`src/rtl/pcnu_pkg.sv`:
```
package pcnu_pkg;

    typedef enum logic [3:0] {
        KIND_STEP1  = 4'd0,
        KIND_STEP2  = 4'd1,
        KIND_RJMP   = 4'd2,
        KIND_RCALL  = 4'd3,
        KIND_AJMP   = 4'd4,
        KIND_ACALL  = 4'd5,
        KIND_ZJMP   = 4'd6,
        KIND_ZCALL  = 4'd7,
        KIND_XZJMP  = 4'd8,
        KIND_XZCALL = 4'd9
    } flow_kind_e;

    localparam int OFF_W = 12;
    localparam int ABS_W = 22;
    localparam int Z_W   = 16;
    localparam int EXT_W = 8;

    function automatic logic kind_is_call(input logic [3:0] k);
        return (k == KIND_RCALL) || (k == KIND_ACALL) ||
               (k == KIND_ZCALL) || (k == KIND_XZCALL);
    endfunction

    function automatic logic kind_is_two_word(input logic [3:0] k);
        return (k == KIND_STEP2) || (k == KIND_AJMP) || (k == KIND_ACALL);
    endfunction

endpackage

```
`src/rtl/pcnu_rel_add.sv`:
```
module pcnu_rel_add #(
    parameter int PC_W  = 22,
    parameter int OFF_W = 12
) (
    input  logic [PC_W-1:0]  pc_i,
    input  logic [OFF_W-1:0] off_i,
    output logic [PC_W-1:0]  sum_o
);
    localparam int EXT_BITS = PC_W - OFF_W;

    logic [PC_W-1:0] off_sx;

    always_comb begin
        off_sx = {{EXT_BITS{off_i[OFF_W-1]}}, off_i};
        sum_o  = pc_i + off_sx + PC_W'(1);
    end

    initial begin
        assert (PC_W > OFF_W) else $error("PC_W must exceed offset width");
    end
endmodule

```
`src/rtl/pcnu_tgt_sel.sv`:
```
module pcnu_tgt_sel
    import pcnu_pkg::*;
#(
    parameter int PC_W = 22
) (
    input  logic [3:0]       kind_i,
    input  logic [PC_W-1:0]  pc_i,
    input  logic [PC_W-1:0]  rel_sum_i,
    input  logic [ABS_W-1:0] abs_i,
    input  logic [Z_W-1:0]   z_i,
    input  logic [EXT_W-1:0] ext_i,
    output logic [PC_W-1:0]  next_o,
    output logic [PC_W-1:0]  ret_o,
    output logic             push_o
);
    localparam int WIDE_W = Z_W + EXT_W;

    logic [WIDE_W-1:0] z_wide;
    logic [WIDE_W-1:0] xz_wide;
    logic [PC_W-1:0]   pc_p1;
    logic [PC_W-1:0]   pc_p2;

    always_comb begin
        z_wide  = {{EXT_W{1'b0}}, z_i};
        xz_wide = {ext_i, z_i};
        pc_p1   = pc_i + PC_W'(1);
        pc_p2   = pc_i + PC_W'(2);
    end

    always_comb begin
        unique case (kind_i)
            KIND_STEP1:              next_o = pc_p1;
            KIND_STEP2:              next_o = pc_p2;
            KIND_RJMP, KIND_RCALL:   next_o = rel_sum_i;
            KIND_AJMP, KIND_ACALL:   next_o = abs_i[PC_W-1:0];
            KIND_ZJMP, KIND_ZCALL:   next_o = z_wide[PC_W-1:0];
            KIND_XZJMP, KIND_XZCALL: next_o = xz_wide[PC_W-1:0];
            default:                 next_o = pc_p1;
        endcase
        ret_o  = kind_is_two_word(kind_i) ? pc_p2 : pc_p1;
        push_o = kind_is_call(kind_i);
    end

    always_comb begin
        AST_STEP_SEL: assert (!(kind_i == KIND_STEP1) || next_o == pc_p1)
            else $error("one-word step mismatch");
    end
endmodule

```
`src/rtl/pcnu_top.sv`:
```
module pcnu_top
    import pcnu_pkg::*;
#(
    parameter int PC_W = 22
) (
    input  logic             clk,
    input  logic             rst_n,
    input  logic             adv_i,
    input  logic [3:0]       kind_i,
    input  logic [PC_W-1:0]  pc_i,
    input  logic [11:0]      rel_off_i,
    input  logic [21:0]      abs_tgt_i,
    input  logic [15:0]      z_i,
    input  logic [7:0]       ext_i,
    output logic [PC_W-1:0]  next_pc_o,
    output logic [PC_W-1:0]  ret_addr_o,
    output logic             push_o
);
    logic [PC_W-1:0] rel_sum;
    logic [PC_W-1:0] nxt_c;
    logic [PC_W-1:0] ret_c;
    logic            push_c;

    pcnu_rel_add #(.PC_W(PC_W), .OFF_W(OFF_W)) u_rel (
        .pc_i  (pc_i),
        .off_i (rel_off_i),
        .sum_o (rel_sum)
    );

    pcnu_tgt_sel #(.PC_W(PC_W)) u_sel (
        .kind_i    (kind_i),
        .pc_i      (pc_i),
        .rel_sum_i (rel_sum),
        .abs_i     (abs_tgt_i),
        .z_i       (z_i),
        .ext_i     (ext_i),
        .next_o    (nxt_c),
        .ret_o     (ret_c),
        .push_o    (push_c)
    );

    always_ff @(posedge clk) begin
        if (!rst_n) begin
            next_pc_o  <= '0;
            ret_addr_o <= '0;
            push_o     <= 1'b0;
        end else if (adv_i) begin
            next_pc_o  <= nxt_c;
            ret_addr_o <= ret_c;
            push_o     <= push_c;
        end else begin
            push_o     <= 1'b0;
        end
    end

    AST_HOLD: assert property (@(posedge clk) disable iff (!rst_n)
        !adv_i |=> ($stable(next_pc_o) && $stable(ret_addr_o) && !push_o));

    AST_PUSH_CALL: assert property (@(posedge clk) disable iff (!rst_n)
        push_o |-> ($past(adv_i) && kind_is_call($past(kind_i))));

    AST_STEP1: assert property (@(posedge clk) disable iff (!rst_n)
        (adv_i && kind_i == KIND_STEP1) |=> next_pc_o == $past(pc_i) + PC_W'(1));

    AST_ABS_TGT: assert property (@(posedge clk) disable iff (!rst_n)
        (adv_i && kind_i == KIND_AJMP) |=> next_pc_o == $past(abs_tgt_i[PC_W-1:0]));

    AST_RET_LEN: assert property (@(posedge clk) disable iff (!rst_n)
        (adv_i && kind_i == KIND_ACALL) |=> ret_addr_o == $past(pc_i) + PC_W'(2));
endmodule

```
`config.mk`:
```
export PLATFORM = sky130hd
export DESIGN_NAME = pcnu_top
export DESIGN_NICKNAME = d
export VERILOG_FILES = /design/src/rtl/pcnu_pkg.sv /design/src/rtl/pcnu_rel_add.sv /design/src/rtl/pcnu_tgt_sel.sv /design/src/rtl/pcnu_top.sv
export SDC_FILE = /design/constraint.sdc
export NUM_CORES = 1
export LEC_CHECK = 0
export BUFFER_PORTS_ARGS = -buffer_cell sky130_fd_sc_hd__buf_2
export CORE_ASPECT_RATIO = 1.2
export CORE_UTILIZATION = 50
export CTS_BUF_LIST = sky130_fd_sc_hd__clkbuf_2 sky130_fd_sc_hd__clkbuf_4 sky130_fd_sc_hd__clkbuf_8
export DETAILED_ROUTE_END_ITERATION = 16
export GPL_TIMING_DRIVEN = 0
export PLACE_DENSITY = 0.77
export RECOVER_POWER = 100
export SLEW_MARGIN = 20
export SYNTH_ARGS = -nofsm -noshare
export SYNTH_HDL_FRONTEND = slang
export SYNTH_SLANG_ARGS = --single-unit
```
`constraint.sdc`:
```
create_clock -name clk -period 3.8 [get_ports clk]
set_input_delay 0.57 -clock clk [delete_from_list [all_inputs] [get_ports clk]]
set_output_delay 0.57 -clock clk [all_outputs]
set_load 0.02 [all_outputs]
```
==> results of run 1 <==
## where the power goes
part           total (W)  internal, W  switching [W]
Combinational   0.000641     0.000228       0.000413
Clock           0.000405     0.000222       0.000183
Sequential      0.000531     0.000508      0.0000222
Total            0.00158     0.000958       0.000617
## sequential cells by signal, indices dropped and copies added, names as in the netlist
signal      flops
next_pc_o      22
push_o          1
ret_addr_o     22
## final timing paths
kind                                      from             end  slack, ps
worst min register to register  ret_addr_o[10]  ret_addr_o[10]        480
worst min-delay path            ret_addr_o[10]  ret_addr_o[10]        480
worst max register to register   next_pc_o[21]   next_pc_o[21]       2460
worst max-delay path                   pc_i[0]   next_pc_o[20]        230
## area by class of cell
type	instances	area share, %
buffer	49	3.65
tap	120	2.71
clock inverter	1	0.541
inverter	15	1.01
multi-input combinational	540	63.8
sequential	45	16.2
clock buffer	7	1.62
timing repair buffer	128	10.4
## per-stage QoR
step                instances  utilization, %  hold slack (ps)  total power [W]  setup TNS (ps)
finish                    905            60.8              483          0.00158               0
global route              905            60.8              497          0.00164               0
CTS                       906            61.7              486          0.00157               0
detailed placement        898            60.4              474          0.00118            -596
global placement          898            60.4              461          0.00117            -613
floorplan                 650               -              556         0.000950               0
## per-layer routing
| metal | share of wire (%) | up-vias | wire length [microns] |
|---|---|---|---|
| met3 | 9.0 | 76 | 1660 |
| met4 | 5.2 | 0 | 960 |
| met1 | 41 | 2651 | 7560 |
| met2 | 45 | 390 | 8170 |
| li1 | - | 2715 | - |
| met5 | 0 | - | 0 |
## worst max-delay path, delay by kind of cell
| kind | cells | cell delay (ps) |
|---|---|---|
| AOI/OAI and AO/OA | 6 | 1450 |
| adders and majority gates | 2 | 670 |
| and+or+nand+nor | 1 | 320 |
| buffers and inverters | 4 | 820 |
## cells in the final DEF, fill, tap and decap left out, types with 9 or more instances in the layout
cell type | Yosys | routed
nor3_1 | 15 | 15
o221ai_1 | 13 | 13
xor2_1 | 19 | 19
ha_1 | 23 | 23
dfxtp_1 | 45 | 45
xnor2_1 | 35 | 35
a22oi_1 | 12 | 12
buf_2 | 8 | 85
o22ai_1 | 12 | 12
o21ai_0 | 50 | 51
clkbuf_1 | 34 | 85
nand2_1 | 53 | 53
inv_1 | 15 | 15
a21oi_1 | 54 | 54
a311oi_1 | 10 | 10
nand4_1 | 12 | 12
nor2_1 | 57 | 57
nand3_1 | 16 | 17
or3_1 | 16 | 16
a211oi_1 | 14 | 14
o211ai_1 | 9 | 9
## cell families after synthesis
family	count (synthesis)	share of synthesized area [%]
AO/OA/AOI/OAI	241	34.3
AND/OR/NAND/NOR	213	22.7
buffers and inverters	65	5.62
XOR/XNOR	54	10.0
flip-flops	45	19.1
adder cells (fa/ha/maj)	24	6.52
multiplexers	8	1.72
==> results.md, run 1 <==
* Status: completed
* Pre-CTS setup slack at -284 ps
* Global-route wire length before repair at 27.9 mm
* Clock Tree Root: clkbuf_8
* Global Route met2 Usage at 61.0%
* Fill count at 910
* Worst setup SP type: input pin
* Synthesis-to-layout area growth at 17.5%
* Avg Inst Size Synth at 7.26 sq um
* Post-synth EDFFs at 0
* Cts bufs inserted at 5
* Share of the synthesized area in the top cell type at 19.1%
* Initial antenna violation count at 0
* Multi-input logic area at 0.00354 sq mm
* Port bufs at 128
* Area after DPL at 0.00551 sq mm
* Post-CTS Repair Setup Buffers at 0
* Worst-path clk slew at 100 ps
* Largest cells by area after synthesis: dfxtp_1 19%, xnor2_1 6.5%, ha_1 6.1%
* Top cell type by total area after synthesis: dfxtp_1
* Die X at 90.7 microns
* Lkg Pwr at 2.10 nW
* Final hold vios at 0
* Worst Path Arrival at 3840 ps
* Row count at 38
* Setup WS post-layout at 231 ps
* Maximum vdd drop at 0.150 mV
* Synthesis-stage register bit count at 45
* PwrDens at 284 mW/mm^2
* Worst path cell trace: clkbuf_1, clkbuf_1, inv_1, ha_1, inv_1, fa_1, a211oi_1, o21a_1, o211ai_2, a31o_1, or3_1, a211oi_1, a221o_1
* Worst setup path class: in -> reg
* Grt met1 use at 47.1%
* Period utilization at 93.9%
* Final min period at 3570 ps
* Most crowded layer after global routing: met2
* Yosys cell types at 67
* Slew Limit Fails at 0
* Die Ht at 108 microns
* Clk_lat worst skew at 310 ps
* Hold Crit Class: reg -> reg
* Worst Setup End Kind: register
* Critical Path Fanout Max at 12
* Routed Antenna Nets at 0
* Pin count of the biggest net entering global routing at 14
* CTS max path bufs at 2
* Top-count cell post-synth: nor2_1
* Setup violations, final at 0
* Post-synthesis sequential area ratio at 19.1%
* Maxcap violations at 0
* Pre-Repair DR Iteration Count at 6
* # clock sinks at 45
* WHS Path Cells at 2
* H-tree depth at 2
* WL final at 18.3 mm
* CTS Hold Bufs at 0
* Detailed-route vias per instance at 6.44
* Yosys Warn Count at 0
* Async S/R FF share, synth at 0%
* Met3 Use GR at 3.73%
* Setup repair after global routing missed its margin: false
* Wire per inst at 20.3 microns
* Die ar. at 0.00984 sq mm
* GPL Wtd Cong at 0.989
* Initial Utilization at 51.7%
* Fmax achieved at 280 MHz
* CP max stage delay at 450 ps
* Post_cts resized at 0
* Finished Cell Area at 0.00555 sq mm
* Actual slew at the worst max-slew pin at 1380 ps
* Register area at 901 sq um
* Via count at 5832
* Post-synthesis instance total at 650
* FF-to-FF path depth at 4
* CORE AREA at 0.00913 sq mm
* Critical Path RT at 4070 ps
* Fraction of layout cells with a size suffix above 1 at 13.4%
* Vias in the first global route at 5270
* DP HPWL at 14.5 mm
* Remaining Overflow, GRT at 0
* Setup Skew at 0 ps
* Main synth FF type: dfxtp_1
* Relative slew slack at 6.80%
* Syn_nets at 761
* CTS tree: yes
* Remaining DRCs at 0
* Post-Synthesis Cell Area at 0.00472 sq mm
* Initial DRC Count at 624
* # diodes at 0
* Post-synth top cells: 57 x nor2_1, 54 x a21oi_1, 53 x nand2_1
* Critical-path top delay cell: inv_1
* Global router's overall resource usage at 36.7%
* Post-layout net count at 895
* I/O Pins at 132
Note: power is estimated with default switching activity, not from simulation.
==> inputs of run 2 (changes only) <==
--- a/config.mk
+++ b/config.mk
@@ -7,11 +7,11 @@
 export LEC_CHECK = 0
 export BUFFER_PORTS_ARGS = -buffer_cell sky130_fd_sc_hd__buf_2
 export CORE_ASPECT_RATIO = 1.2
-export CORE_UTILIZATION = 50
+export CORE_UTILIZATION = 55
 export CTS_BUF_LIST = sky130_fd_sc_hd__clkbuf_2 sky130_fd_sc_hd__clkbuf_4 sky130_fd_sc_hd__clkbuf_8
 export DETAILED_ROUTE_END_ITERATION = 16
 export GPL_TIMING_DRIVEN = 0
-export PLACE_DENSITY = 0.77
+export PLACE_DENSITY = 0.84
 export RECOVER_POWER = 100
 export SLEW_MARGIN = 20
 export SYNTH_ARGS = -nofsm -noshare
==> run 2 against run 1 <==
  * The flow now finishes with violations (max-capacitance violations, max-slew violations)
  * Worst hold slack hardly changed
  * Sequential cell count stayed put
  * Register-to-register slack better by 60 ps
  * Setup slack worse by 55 ps
  * Cell count is 0.66% lower
  * Count of clock-buffer cells in the layout is 1 lower
  * Sequential power hardly changed
  * Wire length is 0.25% lower
  * Critical endpoint is now next_pc_o[16]
  * Largest power group unchanged
  * Highest routed layer unchanged
==> results.md, run 2 (synthesis results as in run 1) <==
* Setup Skew at 0 ps (unchanged)
* Worst setup path class: in -> reg
* # diodes at 0 (unchanged)
* Post_cts resized at 0 (unchanged)
* Finished Cell Area at 0.00554 sq mm (-0.14%)
* Row count at 36 (-5.3%)
* Critical path's top delay family: compound AO/OA/AOI/OAI gates
* Detailed-route vias per instance at 6.60 (+2.4%)
* CTS Hold Bufs at 0 (unchanged)
* Setup repair after global routing missed its margin: false
* Fraction of layout cells with a size suffix above 1 at 13.4% (unchanged)
* Hold Crit Class: reg -> reg
* Synthesis-to-layout area growth at 17.4%
* Setup violations, final at 0 (unchanged)
* Placed Instances at 892 (-0.67%)
* Period utilization at 95.4% (+1.5 points)
* CTS max path bufs at 2 (unchanged)
* Bufs and invs on worst path at 4 (unchanged)
* Register area at 901 sq um (unchanged)
* Clk_lat worst skew at 310 ps (about the same)
* Clock Tree Root: clkbuf_8
* Die Ht at 104 microns (-4.6%)
* Area after DPL at 0.00551 sq mm (-0.14%)
* Lkg Pwr at 2.10 nW (-0.21%)
* Remaining DRCs at 0 (unchanged)
* Relative slew slack at -12.0% (-19 points)
* Status: finished, violations left
* Critical Path Fanout Max at 12 (unchanged)
* Pin count of the biggest net entering global routing at 15 (+1)
* # clock sinks at 45 (unchanged)
* PwrDens at 284 mW/mm^2 (about the same)
* Post-CTS Repair Setup Buffers at 0 (unchanged)
* Failing checks: max-capacitance violations, max-slew violations
* Initial antenna violation count at 0 (unchanged)
* Setup TNS at 0 ps (unchanged)
* Final min period at 3620 ps (+55.2 ps)
* Fmax achieved at 276 MHz (-1.5%)
* Remaining Overflow, GRT at 0 (unchanged)
* Pre-Repair DR Iteration Count at 7 (+1)
* Actual slew at the worst max-slew pin at 1660 ps (+279 ps)
* Routed Antenna Nets at 0 (unchanged)
* Non-Filler Instances at 899 (-0.66%)
* WL final at 18.3 mm (-0.25%)
* Fill count at 806 (-11%)
* DP HPWL at 14.4 mm (-0.74%)
* Total power at 0.00157 W (-0.14%)
* Global-route wire length before repair at 28.5 mm (+1.9%)
* Vias in the first global route at 5442 (+3.3%)
* Worst-path clk slew at 90 ps (about the same)
* Initial DRC Count at 639 (+2.4%)
* Cts bufs inserted at 5 (unchanged)
* CTS tree: yes
* Die ar. at 0.00896 sq mm (-8.9%)
* Multi-input logic area at 0.00354 sq mm (unchanged)
* Port bufs at 128 (unchanged)
* I/O Pins at 132 (unchanged)
* Post-layout net count at 895 (unchanged)
* GPL Wtd Cong at 1.03 (+3.9%)
* Die X at 86.6 microns (-4.6%)
* Worst path cell trace: clkbuf_1, clkbuf_1, inv_1, ha_1, inv_1, fa_1, a211oi_1, o21a_1, o211ai_2, a31o_1, xor2_1, a211oi_1, a311oi_1
* Critical Path RT at 3960 ps (-110 ps)
* Global router's overall resource usage at 40.9% (+4.2 points)
* Maximum vdd drop at 0.136 mV (-9.3%)
* Wire per inst at 20.4 microns (+0.42%)
* Critical-path top delay cell: fa_1
* H-tree depth at 2 (unchanged)
* Fin Hold WS at 483 ps (+0.0940 ps)
* Worst Setup End Kind: register
* Final hold vios at 0 (unchanged)
* Largest registers: next_pc_o (22), ret_addr_o (22), push_o (1)
* Slew Limit Fails at 11 (+11)
* Maxcap violations at 1 (+1)
* Commonest cells after routing, fill and taps aside: 85 x clkbuf_1, 85 x buf_2, 57 x nor2_1
* CORE AREA at 0.00824 sq mm (-9.7%)
* Via count at 5932 (+1.7%)
* CP max stage delay at 420 ps (-30 ps)
* Worst Path Arrival at 3780 ps (-60 ps)
* Worst setup SP type: input pin
* Initial Utilization at 57.3% (+5.6 points)
==> run 2: area by class of cell <==
type,instances,share of cell area [%]
plain buffers,49,3.66
clock buffers,6,1.49
well taps,114,2.57
multi-input cells,540,63.9
inverters,15,1.02
flip-flops and latches,45,16.3
clock inverters,2,0.677
repair buffers,128,10.5
==> run 2: power breakdown <==
part	switching, W	internal [W]	total, W	leakage (nW)
clock network	0.000185	0.000214	0.000399	0.0574
registers	0.0000224	0.000508	0.000531	0.373
logic	0.000416	0.000228	0.000644	1.67
total	0.000623	0.000950	0.00157	2.10
==> run 2: worst reg2reg max path, delay by kind of cell (launching register included) <==
family	cells	cell delay, ps
AO/OA/AOI/OAI	4	820
flip-flops	1	350
==> run 2: path summary, 6_finish.rpt <==
| check | startpoint | end | slack (ps) | cells past startpoint |
|---|---|---|---|---|
| worst max-delay path | pc_i[0] | next_pc_o[16] | 180 | 13 |
| worst min-delay path | ret_addr_o[13] | ret_addr_o[13] | 480 | 2 |
| worst max register to register | next_pc_o[21] | next_pc_o[21] | 2520 | 4 |
| worst min register to register | ret_addr_o[13] | ret_addr_o[13] | 480 | 2 |
==> run 2: layer usage <==
layer / global-route usage, % / vias up / share of wire [%]
li1: - / 2714 / -
met1: 54.6 / 2718 / 41
met2: 64.8 / 413 / 46
met3: 5.18 / 87 / 9.0
met4: 19.2 / 0 / 4.6
met5: 0 / - / 0
==> run 2: metrics by stage <==
stage	worst slack (ps)	utilization, %
floorplan	531	-
global placement	-173	66.8
detailed placement	-244	66.8
CTS	67.3	68.2
global route	26.3	67.2
finish	176	67.2
==> inputs of run 3 (changes only) <==
--- a/config.mk
+++ b/config.mk
@@ -5,10 +5,11 @@
 export SDC_FILE = /design/constraint.sdc
 export NUM_CORES = 1
 export LEC_CHECK = 0
+export ABC_AREA = 1
 export BUFFER_PORTS_ARGS = -buffer_cell sky130_fd_sc_hd__buf_2
 export CORE_ASPECT_RATIO = 1.2
-export CORE_UTILIZATION = 55
-export CTS_BUF_LIST = sky130_fd_sc_hd__clkbuf_2 sky130_fd_sc_hd__clkbuf_4 sky130_fd_sc_hd__clkbuf_8
+export CORE_UTILIZATION = 56
+export CTS_BUF_LIST = sky130_fd_sc_hd__clkbuf_8
 export DETAILED_ROUTE_END_ITERATION = 16
 export GPL_TIMING_DRIVEN = 0
 export PLACE_DENSITY = 0.84
==> run 3 against run 2 <==
  * The run now ends clean
  * Sequential cell count unchanged
  * Synthesized area is 6.0% higher
  * Critical path type unchanged
  * Via count rose by 8.1%
  * Critical endpoint is now next_pc_o[8]
  * Die area up 4.1%
==> results.md, run 3 <==
* Total power at 0.00163 W (+3.3%)
* Avg Inst Size Synth at 5.63 sq um (-22%)
* Worst-path clk slew at 90 ps (about the same)
* FF-to-FF path depth at 2 (-2)
* Worst r2r dst: ret_addr_o[15]
* Remaining DRCs at 0 (unchanged)
* Commonest non-fill, non-tap cell in the layout: nand2_1
* Initial DRC Count at 601 (-5.9%)
* Worst Path Arrival at 3550 ps (-230 ps)
* Pin count of the biggest net entering global routing at 16 (+1)
* Fmax achieved at 297 MHz (+7.6%)
* WL final at 18.1 mm (-1.3%)
* Post-synth EDFFs at 0 (unchanged)
* Non-Filler Instances at 1143 (+27%)
* Post-synthesis instance total at 889 (+37%)
* Initial antenna violation count at 0 (unchanged)
* Final min period at 3370 ps (-254 ps)
* Setup repair after global routing missed its margin: false
* Post-synthesis mux area share at 0% (-1.7 points)
* Top cell type by total area after synthesis: nand2_1
* Clock Tree Root: clkbuf_8
* Worst Setup End Kind: register
* Die ar. at 0.00933 sq mm (+4.1%)
* Routed Antenna Nets at 0 (unchanged)
* Maximum vdd drop at 0.231 mV (+69%)
* Post-synthesis sequential area ratio at 18.0% (-1.1 points)
* Largest registers: next_pc_o (22), ret_addr_o (22), push_o (1)
* Global-route wire length before repair at 27.4 mm (-3.8%)
* PwrDens at 277 mW/mm^2 (-2.3%)
* Fraction of layout cells with a size suffix above 1 at 13.8% (+0.46 points)
* Initial Utilization at 58.2% (+0.87 points)
* Async S/R FF share, synth at 0% (unchanged)
* Register area at 901 sq um (unchanged)
* Reg2Reg Launch Point: ret_addr_o[15]
* Actual slew at the worst max-slew pin at 659 ps (-1000 ps)
* Yosys Warn Count at 0 (unchanged)
* I/O Pins at 132 (unchanged)
* Die X at 88.3 microns (+2.0%)
* CTS Hold Bufs at 0 (unchanged)
* # clock sinks at 45 (unchanged)
* Global router's overall resource usage at 38.7% (-2.2 points)
* Detailed-route vias per instance at 5.61 (-15%)
* Synth Area in XOR/XNOR at 4.00% (-6.0 points)
* Setup violations, final at 0 (unchanged)
* Period utilization at 88.7% (-6.7 points)
* Die Ht at 106 microns (+2.0%)
* CORE AREA at 0.00861 sq mm (+4.5%)
* CTS max path bufs at 2 (unchanged)
* Multi-input logic area at 0.00346 sq mm (-2.3%)
* Pre-Repair DR Iteration Count at 5 (-2)
* GPL Wtd Cong at 0.996 (-3.2%)
* Port bufs at 129 (+0.78%)
* WHS Path Cells at 2 (unchanged)
* Placed Instances at 1135 (+27%)
* Synth Area in Simple Gates at 42.2% (+19 points)
* Syn_nets at 1000 (+31%)
* Compound-gate portion of the synthesized area at 17.0% (-17 points)
* Worst setup path endpoint: next_pc_o[8]
* Row count at 37 (+2.8%)
* Yosys cell types at 41 (-39%)
* Final Util at 68.1% (+0.82 points)
* Relative slew slack at 55.9% (+68 points)
* Worst setup path class: in -> reg
* Slew Limit Fails at 0 (-11)
* Synthesis-stage register bit count at 45 (unchanged)
* Via count at 6413 (+8.1%)
* DP HPWL at 14.5 mm (+0.79%)
* Main synth FF type: dfxtp_1
* Setup TNS at 0 ps (unchanged)
* Post_cts resized at 0 (unchanged)
* Status: completed
* Critical Path RT at 3980 ps (+20 ps)
* CTS tree: yes
* Post-CTS Repair Setup Buffers at 0 (unchanged)
* Remaining Overflow, GRT at 0 (unchanged)
* Worst setup SP type: input pin
* Hold Crit Class: reg -> reg
* Share of the synthesized area in the top cell type at 22.9% (+3.9 points)
* Cts bufs inserted at 5 (unchanged)
* Critical Path Fanout Max at 10 (-2)
* Largest family of logic cells by synthesized area: simple AND/OR/NAND/NOR gates
* Critical path origin: pc_i[0]
* Commonest cells after routing, fill and taps aside: 306 x nand2_1, 129 x inv_1, 91 x buf_2
* Post-Synthesis Cell Area at 0.00501 sq mm (+6.0%)
* Post-synth top cells: 306 x nand2_1, 127 x inv_1, 70 x nand3_1
* Synthesis-to-layout area growth at 17.0%
* Fill count at 902 (+12%)
* Lkg Pwr at 3.04 nW (+45%)
* # diodes at 0 (unchanged)
* Worst R2R Setup Slack at 3090 ps (+570 ps)
* Setup Skew at 0 ps (unchanged)
* Adder-cell share of the synthesized area at 6.15% (-0.37 points)
* Top-count cell post-synth: nand2_1
* Final hold vios at 0 (unchanged)
* Post-layout net count at 1136 (+27%)
* Vias in the first global route at 5582 (+2.6%)
* Wire per inst at 15.8 microns (-22%)
* Clk_lat worst skew at 300 ps (about the same)
* H-tree depth at 2 (unchanged)
* Largest cells by area after synthesis: nand2_1 23%, dfxtp_1 18%, inv_1 9.5%
* Maxcap violations at 0 (-1)
* Setup WS post-layout at 430 ps (+254 ps)
* Pre-CTS setup slack at 227 ps (+471 ps)
==> run 3: cell types whose count changed after synthesis, sizes merged, moves of 12 or more <==
cell,delta
a211oi,-13
clkbuf,-20
inv,+120
nand2,+262
nand3,+55
nor2,+19
nor3,-14
o221ai,-12
o22ai,-12
or3,-16
xnor2,-33
==> run 3: logic make-up after synthesis <==
kind of cell	after synthesis
buffers and inverters	163
and+or+nand+nor	490
AOI/OAI and AO/OA	145
xor gates and xnor gates	22
DFF	45
adders and majority gates	24
==> run 3: how the worst min path moves through the flow <==
stage / startpoint / endpoint / slack, ps
3_3_place_gp: ret_addr_o[18] / ret_addr_o[18] / 450
6_report: next_pc_o[14] / next_pc_o[14] / 470
4_1_cts: next_pc_o[14] / next_pc_o[14] / 470
3_5_place_dp: next_pc_o[7] / next_pc_o[7] / 450
2_1_floorplan: next_pc_o[10] / next_pc_o[10] / 550
5_1_grt: next_pc_o[8] / next_pc_o[8] / 480
==> run 3: per-stage QoR <==
stage	cell area, sq um	hold WS, ps
after floorplan	5010	545
after global placement	5800	450
after detailed placement	5800	453
after CTS	5940	466
after global routing	5860	484
final	5860	468
==> run 3: cell type report <==
class	instances	area share, %
sequential	45	15.4
tap	117	2.50
buffer	28	2.11
inverter	135	8.65
clock inverter	3	1.17
timing repair buffer	129	10.0
multi-input combinational	681	59.0
clock buffer	5	1.17
==> run 3: power breakdown <==
group | switching [W] | internal, W
Combinational | 0.000444 | 0.000214
Clock | 0.000178 | 0.000265
Sequential | 0.0000176 | 0.000508
==> run 3: critical path, stage by stage <==
cell and delay (ps):
clkbuf_1 100, clkbuf_1 280, inv_1 150, clkbuf_1 510, ha_1 250, inv_1 80
fa_1 480, nand3_1 130, nand3_1 180, nand2_1 110, nand2_1 100, o21ai_0 340
nand4_1 130, nand2_1 90, a21oi_1 60
==> run 3: layer usage <==
metal | GRT usage [%] | part of all wire, % | wire length, microns
met2 | 58.6 | 43 | 7710
met5 | 0 | 0 | 0
met1 | 51.1 | 40 | 7160
met4 | 23.6 | 6.9 | 1240
met3 | 5.56 | 11 | 1960
